$ cat src/rtl/dbg2w_pkg.sv
package dbg2w_pkg;

  typedef enum logic [3:0] {
    S_IDLE,
    S_START,
    S_INS,
    S_LEN,
    S_WBITS,
    S_RBITS,
    S_WAIT,
    S_STOP,
    S_RESET
  } seq_state_t;

  typedef enum logic [1:0] {
    P_IDLE,
    P_LOW,
    P_HIGH
  } pulse_phase_t;

endpackage

$ cat src/rtl/dbg2w_tick.sv
module dbg2w_tick #(
  parameter int TICK_DIV = 100
) (
  input  logic clk,
  input  logic rst,
  input  logic sync,
  output logic tick
);
  localparam int W = (TICK_DIV > 1) ? $clog2(TICK_DIV) : 1;

  logic [W-1:0] cnt;

  assign tick = (cnt == W'(TICK_DIV - 1));

  always_ff @(posedge clk) begin
    if (rst || sync) cnt <= '0;
    else if (tick)   cnt <= '0;
    else             cnt <= cnt + 1'b1;
  end
endmodule

$ cat src/rtl/dbg2w_pulse.sv
module dbg2w_pulse
  import dbg2w_pkg::*;
#(
  parameter int LOW_TICKS   = 1,
  parameter int HIGH_TICKS  = 1,
  parameter int RESET_TICKS = 25
) (
  input  logic clk,
  input  logic rst,
  input  logic go,
  input  logic long_low,
  input  logic tick,
  output logic sync,
  output logic clk_line,
  output logic fin
);
  localparam int M1   = (LOW_TICKS > HIGH_TICKS) ? LOW_TICKS : HIGH_TICKS;
  localparam int MAXT = (RESET_TICKS > M1) ? RESET_TICKS : M1;
  localparam int CW   = $clog2(MAXT + 1);

  pulse_phase_t phase;
  logic [CW-1:0] cnt;

  // restart the prescaler so the low phase is an exact number of ticks
  assign sync = go && (phase == P_IDLE);

  always_ff @(posedge clk) begin
    if (rst) begin
      phase    <= P_IDLE;
      cnt      <= '0;
      clk_line <= 1'b1;
      fin      <= 1'b0;
    end else begin
      fin <= 1'b0;
      case (phase)
        P_IDLE: if (go) begin
          phase    <= P_LOW;
          clk_line <= 1'b0;
          cnt      <= long_low ? CW'(RESET_TICKS - 1) : CW'(LOW_TICKS - 1);
        end
        P_LOW: if (tick) begin
          if (cnt == '0) begin
            phase    <= P_HIGH;
            clk_line <= 1'b1;
            cnt      <= CW'(HIGH_TICKS - 1);
          end else begin
            cnt <= cnt - 1'b1;
          end
        end
        P_HIGH: if (tick) begin
          if (cnt == '0) begin
            phase <= P_IDLE;
            fin   <= 1'b1;
          end else begin
            cnt <= cnt - 1'b1;
          end
        end
        default: phase <= P_IDLE;
      endcase
    end
  end
endmodule

$ cat src/rtl/dbg2w_seq.sv
module dbg2w_seq
  import dbg2w_pkg::*;
#(
  parameter int WAIT_LIMIT = 20
) (
  input  logic       clk,
  input  logic       rst,
  input  logic       req_valid,
  input  logic [2:0] req_op,
  input  logic [7:0] req_data,
  output logic       req_ready,
  input  logic       fin,
  input  logic       din,
  output logic       go,
  output logic       long_low,
  output logic       dout,
  output logic       doe,
  output logic       done,
  output logic [7:0] rd_data,
  output logic       err
);
  localparam int WW = (WAIT_LIMIT > 1) ? $clog2(WAIT_LIMIT) : 1;

  seq_state_t    state;
  logic [1:0]    code;
  logic [7:0]    sh;
  logic [2:0]    bcnt;
  logic [WW-1:0] wcnt;

  assign req_ready = (state == S_IDLE);

  always_ff @(posedge clk) begin
    if (rst) begin
      state    <= S_IDLE;
      code     <= 2'b00;
      sh       <= 8'h00;
      bcnt     <= 3'd0;
      wcnt     <= '0;
      go       <= 1'b0;
      long_low <= 1'b0;
      dout     <= 1'b0;
      doe      <= 1'b0;
      done     <= 1'b0;
      rd_data  <= 8'h00;
      err      <= 1'b0;
    end else begin
      go   <= 1'b0;
      done <= 1'b0;
      if (state == S_IDLE) begin
        if (req_valid) begin
          code     <= req_op[1:0];
          sh       <= req_data;
          go       <= 1'b1;
          long_low <= req_op[2];
          doe      <= 1'b0;
          state    <= req_op[2] ? S_RESET : S_START;
        end
      end else if (fin) begin
        case (state)
          S_START: begin
            state <= S_INS;
            bcnt  <= 3'd0;
            doe   <= 1'b1;
            dout  <= code[0];
            go    <= 1'b1;
          end
          S_INS: begin
            go <= 1'b1;
            if (bcnt == 3'd0) begin
              bcnt <= 3'd1;
              dout <= code[1];
            end else begin
              bcnt <= 3'd0;
              if (code[1]) begin
                if (code[0]) begin
                  state <= S_WBITS;
                  dout  <= sh[0];
                end else begin
                  state <= S_RBITS;
                  doe   <= 1'b0;
                end
              end else begin
                state <= S_LEN;
                dout  <= 1'b0;
              end
            end
          end
          S_LEN: begin
            go <= 1'b1;
            if (bcnt == 3'd0) begin
              bcnt <= 3'd1;
              dout <= 1'b0;
            end else begin
              bcnt <= 3'd0;
              if (code[0]) begin
                state <= S_WBITS;
                dout  <= sh[0];
              end else begin
                state <= S_WAIT;
                doe   <= 1'b0;
                wcnt  <= '0;
              end
            end
          end
          S_WBITS: begin
            go <= 1'b1;
            sh <= {1'b0, sh[7:1]};
            if (bcnt == 3'd7) begin
              bcnt  <= 3'd0;
              doe   <= 1'b0;
              wcnt  <= '0;
              state <= code[1] ? S_STOP : S_WAIT;
            end else begin
              bcnt <= bcnt + 3'd1;
              dout <= sh[1];
            end
          end
          S_RBITS: begin
            go <= 1'b1;
            sh <= {din, sh[7:1]};
            if (bcnt == 3'd7) begin
              bcnt  <= 3'd0;
              state <= S_STOP;
            end else begin
              bcnt <= bcnt + 3'd1;
            end
          end
          S_WAIT: begin
            if (din) begin
              go    <= 1'b1;
              bcnt  <= 3'd0;
              state <= code[0] ? S_STOP : S_RBITS;
            end else if (wcnt == WW'(WAIT_LIMIT - 1)) begin
              done    <= 1'b1;
              err     <= 1'b1;
              rd_data <= 8'h00;
              state   <= S_IDLE;
            end else begin
              wcnt <= wcnt + 1'b1;
              go   <= 1'b1;
            end
          end
          S_STOP: begin
            done    <= 1'b1;
            err     <= 1'b0;
            rd_data <= code[0] ? 8'h00 : sh;
            state   <= S_IDLE;
          end
          S_RESET: begin
            done    <= 1'b1;
            err     <= 1'b0;
            rd_data <= 8'h00;
            state   <= S_IDLE;
          end
          default: state <= S_IDLE;
        endcase
      end
    end
  end
endmodule

$ cat src/rtl/dbg2w_master.sv
module dbg2w_master #(
  parameter int TICK_DIV    = 100,
  parameter int LOW_TICKS   = 1,
  parameter int HIGH_TICKS  = 1,
  parameter int RESET_TICKS = 25,
  parameter int WAIT_LIMIT  = 20
) (
  input  logic       clk,
  input  logic       rst,
  input  logic       req_valid,
  output logic       req_ready,
  input  logic [2:0] req_op,
  input  logic [7:0] req_data,
  output logic       done,
  output logic [7:0] rd_data,
  output logic       err,
  output logic       lnk_clk,
  output logic       lnk_d_out,
  output logic       lnk_d_oe,
  input  logic       lnk_d_in
);
  logic tick, sync, go, long_low, fin;

  dbg2w_tick #(.TICK_DIV(TICK_DIV)) u_tick (
    .clk  (clk),
    .rst  (rst),
    .sync (sync),
    .tick (tick)
  );

  dbg2w_pulse #(
    .LOW_TICKS  (LOW_TICKS),
    .HIGH_TICKS (HIGH_TICKS),
    .RESET_TICKS(RESET_TICKS)
  ) u_pulse (
    .clk      (clk),
    .rst      (rst),
    .go       (go),
    .long_low (long_low),
    .tick     (tick),
    .sync     (sync),
    .clk_line (lnk_clk),
    .fin      (fin)
  );

  dbg2w_seq #(.WAIT_LIMIT(WAIT_LIMIT)) u_seq (
    .clk      (clk),
    .rst      (rst),
    .req_valid(req_valid),
    .req_op   (req_op),
    .req_data (req_data),
    .req_ready(req_ready),
    .fin      (fin),
    .din      (lnk_d_in),
    .go       (go),
    .long_low (long_low),
    .dout     (lnk_d_out),
    .doe      (lnk_d_oe),
    .done     (done),
    .rd_data  (rd_data),
    .err      (err)
  );
endmodule

$ cat config.mk
export PLATFORM = sky130hd
export DESIGN_NAME = dbg2w_master
export DESIGN_NICKNAME = d
export VERILOG_FILES = /design/src/rtl/dbg2w_pkg.sv /design/src/rtl/dbg2w_tick.sv /design/src/rtl/dbg2w_pulse.sv /design/src/rtl/dbg2w_seq.sv /design/src/rtl/dbg2w_master.sv
export SDC_FILE = /design/constraint.sdc
export NUM_CORES = 1
export LEC_CHECK = 0
export BUFFER_PORTS_ARGS = -buffer_cell sky130_fd_sc_hd__buf_2
export CORE_MARGIN = 1
export CORE_UTILIZATION = 35
export DETAILED_ROUTE_END_ITERATION = 12
export MAX_ROUTING_LAYER = met4
export PLACE_DENSITY_LB_ADDON = 0.15
export SKIP_CTS_REPAIR_TIMING = 1
export SLEW_MARGIN = 20
export SYNTH_ARGS = -nofsm -noshare
export SYNTH_HDL_FRONTEND = slang
export SYNTH_SLANG_ARGS = --single-unit
export TNS_END_PERCENT = 10
$ cat constraint.sdc
create_clock -name clk -period 2.6 [get_ports clk]
set_input_delay 0.52 -clock clk [delete_from_list [all_inputs] [get_ports clk]]
set_output_delay 0.52 -clock clk [all_outputs]
set_load 0.005 [all_outputs]
==> impl_metrics.env <==
export IMPL_status="complete, no violations"
export IMPL_final_max_slew_viol_count=0
export IMPL_grt_busiest_layer="met2"
export IMPL_num_vias=2524
export IMPL_fp_row_count=32
export IMPL_clock_root_buffer="clkbuf_8"
export IMPL_num_fill_cells=807
export IMPL_pwr_share_seq=0.477
export IMPL_cp_depth=4
export IMPL_ant_nets=0
export IMPL_cp_slowest_cell="dfxtp_1"
export IMPL_ys_warn_count=0
export IMPL_post_route_util=0.416
export IMPL_p_int_mw=1.33
export IMPL_drc_errors=0
export IMPL_antenna_found_initial=0
export IMPL_synth_seq_area_share=0.365
export IMPL_setup_viol=0
export IMPL_path_buf_inv=3
export IMPL_syn_area_per_cell_um2=8.40
export IMPL_grt_pass1_wl_um=11400
export IMPL_cp_start_kind="register"
export IMPL_ff_latch_area_mm2=0.00104
export IMPL_netlist_top_cell_by_area="dfxtp_1"
export IMPL_worst_pin_slew_ps=594
export IMPL_syn_num_nets=367
export IMPL_syn2layout_area_growth_pct=13.8
export IMPL_ys_seq_elements=52
export IMPL_period_share=0.875
export IMPL_netlist_cell_type_count=60
export IMPL_synthCells=340
export IMPL_power_share_clock=0.300
export IMPL_cts_path_max_buffers=2
export IMPL_critical_path_class="reg -> out"
export IMPL_multiInputGateArea_mm2=0.00171
export IMPL_cap_violations=0
export IMPL_hold_viol=0
export IMPL_rsz0062_at_grt="false"
export IMPL_grt_max_degree=31
export IMPL_layout_nets=396
export IMPL_path_cells="buf_4 > nor4_4 > buf_4 > buf_2"
export IMPL_finalHoldWorstSlack_ps=459
export IMPL_core_area_mm2=0.00781
export IMPL_clock_latency_ps=310
export IMPL_first_iter_violations=116
export IMPL_stdcell_area_mm2=0.00325
export IMPL_firstDrtPassIters=5
export IMPL_drive_above_1_share=0.176
export IMPL_die_area_mm2=0.00852
export IMPL_grt_pass1_vias=2358
export IMPL_drt_total_wl_um=6730
export IMPL_peakVddDrop_mv=0.257
export IMPL_cts_sinks=52
export IMPL_comb_power_share=0.223
export IMPL_io_pins=29
export IMPL_use_met3=0.0279
export IMPL_dpl_cell_area_mm2=0.00314
export IMPL_synthFlopType="dfxtp_1"
export IMPL_globalplace_congestion=0.848
export IMPL_power_switching_mw=0.572
export IMPL_synth_top_cell_area_share=0.365
export IMPL_syn_cell_area_mm2=0.00286
export IMPL_p_sw_frac=0.300
export IMPL_cts_buffers=5
export IMPL_finalCriticalPeriod_ps=2270
export IMPL_finalPower_mw=1.90
export IMPL_port_buffers=28
export IMPL_arrival_ps=1750
export IMPL_power_leakage_nw=1.26
export IMPL_dp_slack_ps=355
export IMPL_synth_edf_count=0
export IMPL_dp_cells=464
export IMPL_min_path_cells=3
export IMPL_cp_max_fo=15
export IMPL_drt_vias_per_instance=5.35
export IMPL_cts_max_level=2
export IMPL_gr_total_overflow=0
export IMPL_fin_ws_ps=325
export IMPL_maxSlewHeadroom=0.599
export IMPL_die_h_um=92.3
export IMPL_detail_route_wl_per_cell_um=14.2
export IMPL_die_w_um=92.3
export IMPL_synth_area_top_cells="dfxtp_1 36%, nor2_1 6.0%, a21oi_1 5.4%"
export IMPL_synthArstFlopShare=0
export IMPL_clk_pin_slew_ps=100
export IMPL_groute_usage_overall=0.171
export IMPL_start_util=0.366
export IMPL_cts_tree="yes"
export IMPL_cpMostUsedCell="buf_4"
export IMPL_skew_ps=8.88
export IMPL_path_delay_family="buffers and inverters"
export IMPL_instances_no_fill=472
export IMPL_hold_path_class="in -> reg"
export IMPL_use_met1=0.231
export IMPL_fmax_mhz=440
export IMPL_hpwl_um=4740
export IMPL_met2_usage=0.265
export IMPL_cp_slowest_stage_delay_ps=460
export IMPL_endpoint_kind="primary output"
export IMPL_final_setup_tns_ps=0
export IMPL_power_density_mw_per_mm2=586
export IMPL_reg2reg_depth=5
export IMPL_num_antenna_cells=0
export IMPL_worstPathRequired_ps=2080
[cell usage in the layout, fill, tap and decap left out, types with 2 or more instances in the layout]
cell type / instances
a22oi_1: 3
ha_1: 12
or4b_2: 2
o41ai_1: 2
a21oi_1: 31
mux2i_1: 15
nand3b_1: 2
nand4bb_1: 2
clkbuf_8: 5
dfxtp_1: 52
or3_1: 7
and2_1: 4
o211ai_1: 2
a31o_2: 8
inv_1: 10
nand2_1: 19
nor3_1: 5
nor2b_1: 9
buf_4: 11
a221oi_1: 2
nand3_1: 11
a211oi_1: 5
and3_1: 2
nor2_1: 46
or2_2: 2
buf_2: 28
nand2b_1: 8
or4_1: 2
o21bai_1: 3
xor2_1: 2
o21ai_0: 16
nor3b_1: 12
[cell usage after synthesis (3+ instances only)]
master / n
dfxtp_1: 52
nor2_1: 46
a21oi_1: 31
nand2_1: 19
o21ai_0: 16
mux2i_1: 15
clkbuf_1: 14
ha_1: 12
nor3b_1: 12
nand3_1: 11
inv_1: 10
nor2b_1: 9
a31o_2: 8
nand2b_1: 8
or3_1: 7
a211oi_1: 5
nor3_1: 5
and2_1: 4
a22oi_1: 3
o21bai_1: 3
[final timing paths]
check	start	end	slack, ps
worst max-delay path	u_seq.state[2]$_SDFFE_PP0P_	req_ready	330
worst min-delay path	req_op[0]	u_seq.code[0]$_SDFFE_PP0P_	460
worst min register to register	u_tick.cnt[0]$_SDFF_PP0_	u_tick.cnt[0]$_SDFF_PP0_	480
worst max register to register	u_tick.cnt[3]$_SDFF_PP0_	u_pulse.cnt[3]$_SDFFE_PP0P_	340
[tightest hold or removal path, cell delays in order]
cell	delay, ps
buf_2	100
nand3_1	60
a21oi_1	50
[layout make-up]
type	count	share of cell area
clock buffer	6	0.0223
sequential	52	0.320
clock inverter	2	0.0119
multi-input combinational	261	0.526
inverter	10	0.0115
tap	102	0.0393
timing repair buffer	39	0.0685
[state kept, by name (all words and copies together) (netlist names), 3 cells and up]
signal,cells
u_seq.sh,8
u_tick.cnt,7
u_seq.wcnt,5
u_seq.rd_data,8
u_seq.state,4
u_pulse.cnt,5
u_seq.bcnt,3
[cell families after synthesis]
kind of cell / Yosys count / share of synthesized area
mux: 16 / 0.0565
buf+inv: 27 / 0.0364
compound gates: 87 / 0.203
simple gates: 143 / 0.277
xor+xnor: 3 / 0.00920
flops: 52 / 0.365
fa+ha+maj: 12 / 0.0526
[power by group through the flow]
stage                     logic (mW)  clock network, mW  registers, mW
final                          0.425              0.571          0.908
after global routing           0.481              0.628          0.917
after CTS                      0.428              0.600          0.908
after detailed placement       0.427                  0          0.926
after global placement         0.425                  0          0.926
after floorplan                0.324                  0          0.900
[layer usage]
layer | routed length, µm | vias up
met5 | 0 | -
li1 | - | 1294
met2 | 3070 | 37
met4 | 63 | 0
met1 | 3380 | 1187
met3 | 206 | 6
(Power assumes the default switching activity.)
